<file path="src/rtl/retaddr_rt_pkg.sv">
// Package: shared result codes, storage targets and accessor layout for the
// return-address access router. Assumes a 64-bit register file width.
package retaddr_rt_pkg;

    typedef enum logic [2:0] {
        RSP_RDATA  = 3'd0,
        RSP_WDONE  = 3'd1,
        RSP_MEMFWD = 3'd2,
        RSP_UNDEF  = 3'd3,
        RSP_TRAP   = 3'd4,
        RSP_LOCK   = 3'd5
    } rsp_code_e;

    typedef enum logic [1:0] {
        TGT_NONE = 2'd0,
        TGT_LOW  = 2'd1,
        TGT_HIGH = 2'd2
    } tgt_e;

    typedef struct packed {
        logic [1:0] op0;
        logic [2:0] op1;
        logic [3:0] crn;
        logic [3:0] crm;
        logic [2:0] op2;
    } sysenc_t;

    localparam sysenc_t ENC_HIGH = '{op0: 2'b11, op1: 3'b100, crn: 4'b0100, crm: 4'b0000, op2: 3'b001};
    localparam sysenc_t ENC_LOW  = '{op0: 2'b11, op1: 3'b000, crn: 4'b0100, crm: 4'b0000, op2: 3'b001};

endpackage

</file>
<file path="src/rtl/retaddr_decode.sv">
// Module: retaddr_decode
// Purely combinational resolver. Maps one access (encoding, level, nested
// control, host mode, direction, armed lock) to a result code and a storage
// target. Assumes lock_armed already combines feature, enable, halt and bit.
module retaddr_decode
    import retaddr_rt_pkg::*;
(
    input  sysenc_t    enc,
    input  logic [1:0] level,
    input  logic [2:0] nv,
    input  logic       host,
    input  logic       write,
    input  logic       lock_armed,
    output rsp_code_e  code,
    output tgt_e       tgt
);

    logic hit_high;
    logic hit_low;
    logic lock_now;
    rsp_code_e reg_code;

    assign hit_high = (enc == ENC_HIGH);
    assign hit_low  = (enc == ENC_LOW);
    assign lock_now = lock_armed & write;
    assign reg_code = write ? RSP_WDONE : RSP_RDATA;

    // Resolve the outcome in priority order for the current level.
    always_comb begin
        code = RSP_UNDEF;
        tgt  = TGT_NONE;
        if (hit_high || hit_low) begin
            unique case (level)
                2'd0: code = RSP_UNDEF;
                2'd1: begin
                    if (hit_high) begin
                        if (lock_now && nv[0])       code = RSP_LOCK;
                        else if (nv[2] && nv[0])     begin code = reg_code; tgt = TGT_LOW; end
                        else if (nv[0])              code = RSP_TRAP;
                        else                         code = RSP_UNDEF;
                    end else begin
                        if (lock_now && !(nv[1] && nv[0])) code = RSP_LOCK;
                        else if (nv == 3'b011)       code = RSP_TRAP;
                        else if (nv == 3'b111)       code = RSP_MEMFWD;
                        else                         begin code = reg_code; tgt = TGT_LOW; end
                    end
                end
                2'd2: begin
                    if (hit_high || host) begin
                        if (lock_now) code = RSP_LOCK;
                        else          begin code = reg_code; tgt = TGT_HIGH; end
                    end else begin
                        code = reg_code;
                        tgt  = TGT_LOW;
                    end
                end
                default: begin
                    code = reg_code;
                    tgt  = hit_high ? TGT_HIGH : TGT_LOW;
                end
            endcase
        end
    end

endmodule

</file>
<file path="src/rtl/retaddr_regbank.sv">
// Module: retaddr_regbank
// Holds the low and high return-address registers. Update priority per
// register: exception-entry load, then narrow-entry adjust (high only), then
// ordinary write. Assumes no reset value is required (contents unspecified).
module retaddr_regbank #(
    parameter int XLEN        = 64,
    parameter bit UPPER_CLEAR = 1'b1
) (
    input  logic            clk,
    input  logic            wr_low,
    input  logic            wr_high,
    input  logic [XLEN-1:0] wdata,
    input  logic            load_low,
    input  logic            load_high,
    input  logic [XLEN-1:0] load_addr,
    input  logic            narrow_entry,
    output logic [XLEN-1:0] low_q,
    output logic [XLEN-1:0] high_q
);

    localparam int HALF = XLEN / 2;

    logic [XLEN-1:0] high_narrow;

    // Pick the upper-half behaviour of the narrow entry event.
    generate
        if (UPPER_CLEAR) begin : g_clear
            assign high_narrow = {{(XLEN-HALF){1'b0}}, high_q[HALF-1:0]};
        end else begin : g_keep
            assign high_narrow = high_q;
        end
    endgenerate

    // Low register update: exception load beats write.
    always_ff @(posedge clk) begin
        if (load_low)      low_q <= load_addr;
        else if (wr_low)   low_q <= wdata;
    end

    // High register update: exception load, then narrow adjust, then write.
    always_ff @(posedge clk) begin
        if (load_high)         high_q <= load_addr;
        else if (narrow_entry) high_q <= high_narrow;
        else if (wr_high)      high_q <= wdata;
    end

endmodule

</file>
<file path="src/rtl/retaddr_access_router.sv">
// Module: retaddr_access_router (top)
// Accepts one access per cycle, resolves it and registers a single result.
// Assumes requests need no back-pressure and that results are consumed the
// cycle they are valid.
module retaddr_access_router
    import retaddr_rt_pkg::*;
#(
    parameter int          XLEN        = 64,
    parameter int          OFF_W       = 12,
    parameter logic [11:0] MEM_OFFSET  = 12'h230,
    parameter int          SYN_W       = 6,
    parameter logic [5:0]  TRAP_SYN    = 6'h18,
    parameter bit          UPPER_CLEAR = 1'b1
) (
    input  logic             clk,
    input  logic             rst_n,
    input  logic             req_valid,
    input  logic             req_write,
    input  logic [1:0]       req_op0,
    input  logic [2:0]       req_op1,
    input  logic [3:0]       req_crn,
    input  logic [3:0]       req_crm,
    input  logic [2:0]       req_op2,
    input  logic [1:0]       req_level,
    input  logic [2:0]       req_nv,
    input  logic             req_host,
    input  logic [XLEN-1:0]  req_wdata,
    input  logic             lock_feat,
    input  logic             lock_en,
    input  logic             core_halted,
    input  logic             lock_bit,
    input  logic             exc_valid,
    input  logic             exc_to_high,
    input  logic [XLEN-1:0]  exc_addr,
    input  logic             narrow_entry,
    output logic             rsp_valid,
    output logic [2:0]       rsp_code,
    output logic [XLEN-1:0]  rsp_rdata,
    output logic [OFF_W-1:0] rsp_mem_offset,
    output logic             rsp_mem_write,
    output logic [SYN_W-1:0] rsp_syndrome
);

    sysenc_t         enc;
    rsp_code_e       dec_code;
    tgt_e            dec_tgt;
    logic            lock_armed;
    logic            wr_low;
    logic            wr_high;
    logic            is_write_done;
    logic [XLEN-1:0] low_q;
    logic [XLEN-1:0] high_q;
    logic [XLEN-1:0] sel_data;

    assign enc        = '{op0: req_op0, op1: req_op1, crn: req_crn, crm: req_crm, op2: req_op2};
    assign lock_armed = lock_feat & lock_en & ~core_halted & lock_bit;

    retaddr_decode u_decode (
        .enc        (enc),
        .level      (req_level),
        .nv         (req_nv),
        .host       (req_host),
        .write      (req_write),
        .lock_armed (lock_armed),
        .code       (dec_code),
        .tgt        (dec_tgt)
    );

    assign is_write_done = req_valid && (dec_code == RSP_WDONE);
    assign wr_low        = is_write_done && (dec_tgt == TGT_LOW);
    assign wr_high       = is_write_done && (dec_tgt == TGT_HIGH);

    retaddr_regbank #(
        .XLEN        (XLEN),
        .UPPER_CLEAR (UPPER_CLEAR)
    ) u_bank (
        .clk          (clk),
        .wr_low       (wr_low),
        .wr_high      (wr_high),
        .wdata        (req_wdata),
        .load_low     (exc_valid && !exc_to_high),
        .load_high    (exc_valid && exc_to_high),
        .load_addr    (exc_addr),
        .narrow_entry (narrow_entry),
        .low_q        (low_q),
        .high_q       (high_q)
    );

    // Read data source for the resolved target; zero when nothing is read.
    always_comb begin
        sel_data = '0;
        if (dec_code == RSP_RDATA) begin
            if (dec_tgt == TGT_LOW)       sel_data = low_q;
            else if (dec_tgt == TGT_HIGH) sel_data = high_q;
        end
    end

    // Register exactly one result per accepted request.
    always_ff @(posedge clk) begin
        if (!rst_n) begin
            rsp_valid      <= 1'b0;
            rsp_code       <= RSP_UNDEF;
            rsp_rdata      <= '0;
            rsp_mem_offset <= '0;
            rsp_mem_write  <= 1'b0;
            rsp_syndrome   <= '0;
        end else begin
            rsp_valid <= req_valid;
            if (req_valid) begin
                rsp_code       <= dec_code;
                rsp_rdata      <= sel_data;
                rsp_mem_offset <= (dec_code == RSP_MEMFWD) ? MEM_OFFSET[OFF_W-1:0] : '0;
                rsp_mem_write  <= (dec_code == RSP_MEMFWD) && req_write;
                rsp_syndrome   <= (dec_code == RSP_TRAP) ? TRAP_SYN[SYN_W-1:0] : '0;
            end
        end
    end

endmodule

</file>
<file path="config.mk">
export PLATFORM = sky130hd
export DESIGN_NAME = retaddr_access_router
export DESIGN_NICKNAME = d
export VERILOG_FILES = /design/src/rtl/retaddr_rt_pkg.sv /design/src/rtl/retaddr_decode.sv /design/src/rtl/retaddr_regbank.sv /design/src/rtl/retaddr_access_router.sv
export SDC_FILE = /design/constraint.sdc
export NUM_CORES = 1
export LEC_CHECK = 0
export ABC_AREA = 1
export BUFFER_PORTS_ARGS = -buffer_cell sky130_fd_sc_hd__buf_2
export CAP_MARGIN = 20
export CORE_ASPECT_RATIO = 0.75
export CORE_MARGIN = 10
export CORE_UTILIZATION = 42
export CTS_CLUSTER_DIAMETER = 200
export DETAILED_ROUTE_END_ITERATION = 8
export GPL_TIMING_DRIVEN = 0
export PLACE_DENSITY = 0.64
export SLEW_MARGIN = 20
export SYNTH_ARGS = -nofsm -noshare
export SYNTH_HDL_FRONTEND = slang
export SYNTH_SLANG_ARGS = --single-unit
</file>
<file path="constraint.sdc">
create_clock -name clk -period 8.98 [get_ports clk]
set_clock_uncertainty 0.1 [all_clocks]
set_input_delay 0.898 -clock clk [delete_from_list [all_inputs] [get_ports clk]]
set_output_delay 0.898 -clock clk [all_outputs]
set_load 0.01 [all_outputs]
</file>
==> results of run 1 <==
[where the power goes]
part | internal [mW] | total (mW) | switching [mW]
combinational | 0.0636 | 0.184 | 0.120
sequential | 1.03 | 1.04 | 0.0122
clock | 0.396 | 0.780 | 0.384
[sequential cells by signal, indices dropped and copies added, names as in the netlist]
name            count
rsp_mem_offset      1
rsp_rdata          64
rsp_valid           1
u_bank.low_q       64
rsp_syndrome        1
u_bank.high_q      64
rsp_code            3
rsp_mem_write       1
[synthesized netlist by cell type, types with 5 or more instances]
library cell / instances / area share, %
nand2_2: 5 / 0.32
buf_4: 25 / 1.9
buf_6: 5 / 0.58
nand3_1: 167 / 8.7
a21oi_1: 5 / 0.26
buf_1: 5 / 0.19
nor2_1: 18 / 0.70
dfxtp_1: 71 / 15
nand3_2: 41 / 4.2
nand2_1: 375 / 15
clkbuf_1: 36 / 1.4
o21ai_0: 131 / 6.8
buf_2: 21 / 1.1
edfxtp_1: 128 / 40
inv_1: 93 / 3.6
[cells by family (layout without fill, tap and decap cells)]
kind of cell	count (synthesis)	count (layout)	share of synthesized area, %
AND/OR/NAND/NOR	615	615	29.5
flip-flops	199	199	54.5
AO/OA/AOI/OAI	136	136	7.05
other	1	16	0.0388
buffers and inverters	187	456	8.90
[layer usage]
layer / routed length, um / share of wire (%)
met1: 13500 / 45
met2: 13700 / 46
met3: 2060 / 6.9
met4: 442 / 1.5
met5: 14 / 0.047
[layout make-up]
type | count | area (um2) | area share (%)
clock buffer | 17 | 425 | 3.57
timing repair buffer | 237 | 1240 | 10.4
buffer | 92 | 503 | 4.22
inverter | 95 | 357 | 2.99
tap | 294 | 368 | 3.08
multi-input combinational | 764 | 3590 | 30.1
clock inverter | 15 | 171 | 1.44
antenna | 3 | 7.51 | 0.0629
sequential | 199 | 5270 | 44.1
[metrics by stage]
step	hold slack, ns	total power [mW]	std cells	setup WS (ns)
after floorplan	0.376	1.16	1150	5.11
after global placement	0.331	1.24	1678	3.65
after detailed placement	0.334	1.25	1681	5.47
after CTS	0.351	2.02	1713	5.94
after global routing	0.361	2.08	1716	5.74
final	0.350	2.01	1716	5.95
[worst reg2reg max path, stage by stage (launching register included)]
cell and delay (ns):
edfxtp_1 0.37, nand3_1 0.09, nand2_1 0.08, nand3_2 0.09, nand2_1 0.06
[worst min-delay path by stage]
stage | startpoint | end | slack (ns) | cells past startpoint
final | rsp_rdata[31] | rsp_rdata[31] | 0.35 | 2
after global routing | rsp_rdata[36] | rsp_rdata[36] | 0.36 | 2
after CTS | rsp_rdata[31] | rsp_rdata[31] | 0.35 | 2
after detailed placement | rsp_rdata[31] | rsp_rdata[31] | 0.33 | 2
after global placement | rsp_rdata[19] | rsp_rdata[19] | 0.33 | 2
after floorplan | rsp_rdata[0] | rsp_rdata[0] | 0.38 | 2
==> metrics.yaml, run 1 <==
status:
  outcome: "finished, final reports clean"
critical_path:
  crit_end: "u_bank.low_q[20]"
  path_cells: "buf_2 -> nor2_1 -> nand2_2 -> nor2_4 -> nand2_4 -> nand2_2 -> inv_1 -> a21oi_1 -> nand2_1 -> nor2_1 -> nand3_1 -> nand2_4 -> buf_16"
  worst-path-stages: 13
  required_ns: 8.99
  rr_startpoint: "u_bank.high_q[3]"
  rr_endpoint: "rsp_rdata[3]"
  critical-path-max-stage-delay_ns: 0.32
  slowest_stage: "nand2_4"
  end_kind: "flip-flop"
  path_class: "input pin to flip-flop"
  crit_path_max_fanout: 43
  arrival_ns: 3.05
  cp_top_family: "simple AND/OR/NAND/NOR gates"
  path_buf_inv: 3
  critPathLaunch: "req_op1[0]"
  r2r_cells: 4
  rrSetupSlack_ns: 8.10
  cp-start-kind: "input pin"
clock_network:
  cts-root-buf: "clkbuf_16"
  tritoncts: "built"
  cts-buffers-inserted: 17
  clkTransAtPathRegs_ns: 0.07
  post-cts-setup-buffers: 0
  clk_path_buf_depth: 2
  clk_latency_ns: 0.45
  h-tree-depth: 4
  cts_resized: 0
  cts_hold_buf: 0
  clkSinkCount: 199
drt:
  drt_iter0_drc: 672
  antenna_left: 0
  avgRoutedWirePerCell_um: 17.3
  viasPerCell: 4.99
  drc: 0
  drtPass1Iterations: 5
  routed_wl_um: 29700
  vias: 8564
yosys:
  synth_ff_type: "edfxtp_1"
  async_flop_share_pct: 0
  avgSynthCellArea_um2: 8.49
  synth_cell_types: 24
  ys_seq_area_share_pct: 54.5
  synthCells: 1138
  synth_seq_cells: 199
  synth_edf_count: 128
  synth-warning-count: 0
  syn_area_um2: 9660
power_and_ir_drop:
  pwr_density_cell_nw_per_um2: 168
  ir_worst_vdd_mv: 0.136
  p_leak_nw: 5.77
layout:
  postLayoutCellArea_um2: 11900
  drive_above_1_share_pct: 26.6
  layout_commonest_cell: "nand2_1"
  mostFrequentLayoutCells: "372 x nand2_1, 255 x buf_2, 167 x nand3_1"
  fin_nets: 1567
  fin_util_pct: 53.4
  syn_to_final_growth_pct: 23.5
  fillers: 2130
timing:
  slew_violations: 0
  worst_pin_slew_ns: 0.926
  slew_headroom_pct: 38.3
  period_needed_ns: 3.03
  hold_viol: 0
  setup_viol: 0
  period_share_pct: 33.8
  setup-tns-final_ns: 0
  rsz0062_at_grt: "false"
  fmax_mhz: 330
floorplanning:
  initial_core_util_pct: 43.2
  die_h_um: 151
  die_x_um: 195
  io_pins: 248
  die_area_um2: 29500
  row_count: 47
  fp.coreArea_um2: 22300
global_routing:
  met3_usage_pct: 4.33
  grt_overflow: 0
  grt_pass1_vias: 8367
  track_usage_pct: 19.7
  grt_pass1_wl_um: 46000
  grt_busiest_layer: "met2"
  use_met1_pct: 26.7
  gr-usage-met2_pct: 31.3
  grt_max_degree: 44
  antenna_found_initial: 4
placed_design:
  dpl-instance-area_um2: 11300
  numPortBuffers: 234
  detailed_place_hpwl_um: 21700
  place.gp.congestion: 0.826
run:
  drv_cap: 0
min_path:
  hp-class: "flip-flop to flip-flop"
(Power assumes the default switching activity.)
==> run 2, diff against run 1 <==
Clock period 8.98 ns to 3 ns, I/O delays scaled along.
==> run 2 against run 1 <==
Against the previous run:
- largest cell class unchanged
- worst hold slack got worse by 0.30 ns
- die area unchanged
- global-route usage decreased by 0.14 points
- clock-buffer cell count increased by 1
- register-to-register slack got worse by 6.0 ns
- power increased to 2.9 times the previous value
- sequential share of layout area increased by 0.14 points
==> metrics.yaml, run 2 (synthesis gave the netlist of run 1 again) <==
timing:
  setup-tns-final_ns: 0  # unchanged
  period_share_pct: 85.6
  worst_pin_slew_ns: 1.02  # was 0.926 ns
  period_needed_ns: 2.57
  fmax_mhz: 389
  setup_viol: 0  # unchanged
  fin_hold_ws_ns: 0.0483  # was 0.350 ns
  hold_viol: 0  # unchanged
  slew_headroom_pct: 32.1  # was 38.3%
  rsz0062_at_grt: "false"  # unchanged
  slew_violations: 0  # unchanged
floorplanning:
  die_h_um: 151  # unchanged
  initial_core_util_pct: 43.2  # unchanged
  row_count: 47  # unchanged
  die_area_um2: 29500  # unchanged
  io_pins: 248  # unchanged
  fp.coreArea_um2: 22300  # unchanged
  die_x_um: 195  # unchanged
layout:
  fin_nets: 1567  # unchanged
  drive_above_1_share_pct: 26.6  # about the same
  mostFrequentLayoutCells: "372 x nand2_1, 255 x buf_2, 167 x nand3_1"  # unchanged
  layout_commonest_cell: "nand2_1"  # unchanged
  syn_to_final_growth_pct: 23.1  # was 23.5%
  top_regs: "rsp_rdata (64), u_bank.high_q (64), u_bank.low_q (64)"  # unchanged
power_and_ir_drop:
  p_int_mw: 4.38  # was 1.49 mW
  ir_worst_vdd_mv: 0.373  # was 0.136 mV
  switchingPower_mw: 1.51  # was 516 uW
  swShare_pct: 25.7  # about the same
  pwr_density_cell_nw_per_um2: 496  # was 168 nW/um2
  seq_power_share_pct: 53.1  # was 52.0%
  p_leak_nw: 5.76  # was 5.77 nW
  clkPwrFrac_pct: 37.5  # was 38.8%
  power.total_mw: 5.89  # was 2.01 mW
  combPwrFrac_pct: 9.4  # was 9.2%
clock_network:
  cts-root-buf: "clkbuf_16"  # unchanged
  cts-buffers-inserted: 17  # unchanged
  clk_path_buf_depth: 2  # unchanged
  clk_latency_ns: 0.44  # was 0.45 ns
  cts_hold_buf: 0  # unchanged
  tritoncts: "built"  # unchanged
  clkSinkCount: 199  # unchanged
  h-tree-depth: 4  # unchanged
  cts_resized: 0  # unchanged
  clkTransAtPathRegs_ns: 0.09  # was 0.07 ns
  post-cts-setup-buffers: 0  # unchanged
drt:
  avgRoutedWirePerCell_um: 17.1  # was 17.3 um
  drt_iter0_drc: 756  # was 672
  routed_wl_um: 29400  # was 29700 um
  viasPerCell: 4.96  # was 4.99
  antenna_left: 0  # unchanged
  drc: 0  # unchanged
  drtPass1Iterations: 5  # unchanged
  vias: 8516  # was 8564
critical_path:
  cp-start-kind: "input pin"  # unchanged
  rr_startpoint: "u_bank.low_q[51]"  # was u_bank.high_q[3]
  end_kind: "flip-flop"  # unchanged
  arrival_ns: 2.59  # was 3.05 ns
  crit_path_max_fanout: 33  # was 43
  path_class: "input pin to flip-flop"  # unchanged
  critPathLaunch: "req_op1[0]"  # unchanged
  required_ns: 3.02  # was 8.99 ns
global_routing:
  grt_max_degree: 34  # was 44
  grt_pass1_vias: 8301  # was 8367
  grt_pass1_wl_um: 45600  # was 46000 um
  track_usage_pct: 19.6  # was 19.7%
  grt_overflow: 0  # unchanged
  antenna_found_initial: 1  # was 4
min_path:
  hp-class: "input pin to flip-flop"  # was flip-flop to flip-flop
  hold_start: "req_wdata[43]"  # was rsp_rdata[31]
placed_design:
  detailed_place_hpwl_um: 22000  # was 21700 um
  numPortBuffers: 234  # unchanged
  place.gp.congestion: 0.830  # was 0.826
status:
  outcome: "finished, final reports clean"  # unchanged
run:
  drv_cap: 0  # unchanged
## run 2: cell count changes in the layout (fill, tap and decap cells not counted), sizes merged
cell | previous run | this run
bufinv | 1 | 0
clkinv | 8 | 9
clkbuf | 53 | 54
clkinvlp | 1 | 0
## run 2: metrics by stage
step	setup slack [ns]	cell area [um2]	utilization, %	instances
2_1_floorplan	0.331	9710	-	1150
3_3_place_gp	-0.587	11200	50.3	1678
3_5_place_dp	-0.0366	11300	50.6	1681
4_1_cts	0.435	11900	53.2	1713
5_1_grt	0.184	11900	53.2	1713
6_report	0.432	11900	53.2	1716
## run 2: layer usage
layer	up-vias	track usage, %	wire (um)	part of all wire, %
met5	-	0	0	0
met2	287	30.8	13400	45
met3	21	5.63	2330	7.9
li1	4270	-	-	-
met4	0	4.46	276	0.94
met1	3938	26.3	13500	46
## run 2: power by group through the flow
stage,Sequential [mW],Combinational (mW),Clock (mW)
floorplan,3.18,0.287,0
global placement,3.19,0.530,0
detailed placement,3.19,0.552,0
CTS,3.13,0.553,2.25
global route,3.14,0.622,2.38
finish,3.13,0.555,2.21
## run 2: layout make-up
class / count / area (um2)
buffer: 92 / 503
clock inverter: 14 / 138
tap: 294 / 368
inverter: 95 / 357
antenna: 3 / 7.51
fill: 2131 / 10500
multi-input combinational: 764 / 3590
clock buffer: 18 / 429
timing repair buffer: 237 / 1230
sequential: 199 / 5270
## run 2: path summary, 6_finish.rpt
path	to	slack (ns)	cells after the start
worst max-delay path	u_bank.low_q[17]	0.43	13
worst min-delay path	u_bank.high_q[43]	0.05	3
worst max register to register	rsp_rdata[51]	2.09	4
worst min register to register	rsp_rdata[37]	0.35	2
## run 2: worst max-delay path: stages
cell and delay (ns):
buf_2 0.11, nor2_1 0.12, nand2_2 0.09, nor2_4 0.17
nand2_4 0.09, nand2_2 0.21, inv_1 0.06, a21oi_1 0.26
nand2_1 0.09, nor2_1 0.20, nand3_1 0.16, nand2_4 0.42
buf_12 0.29
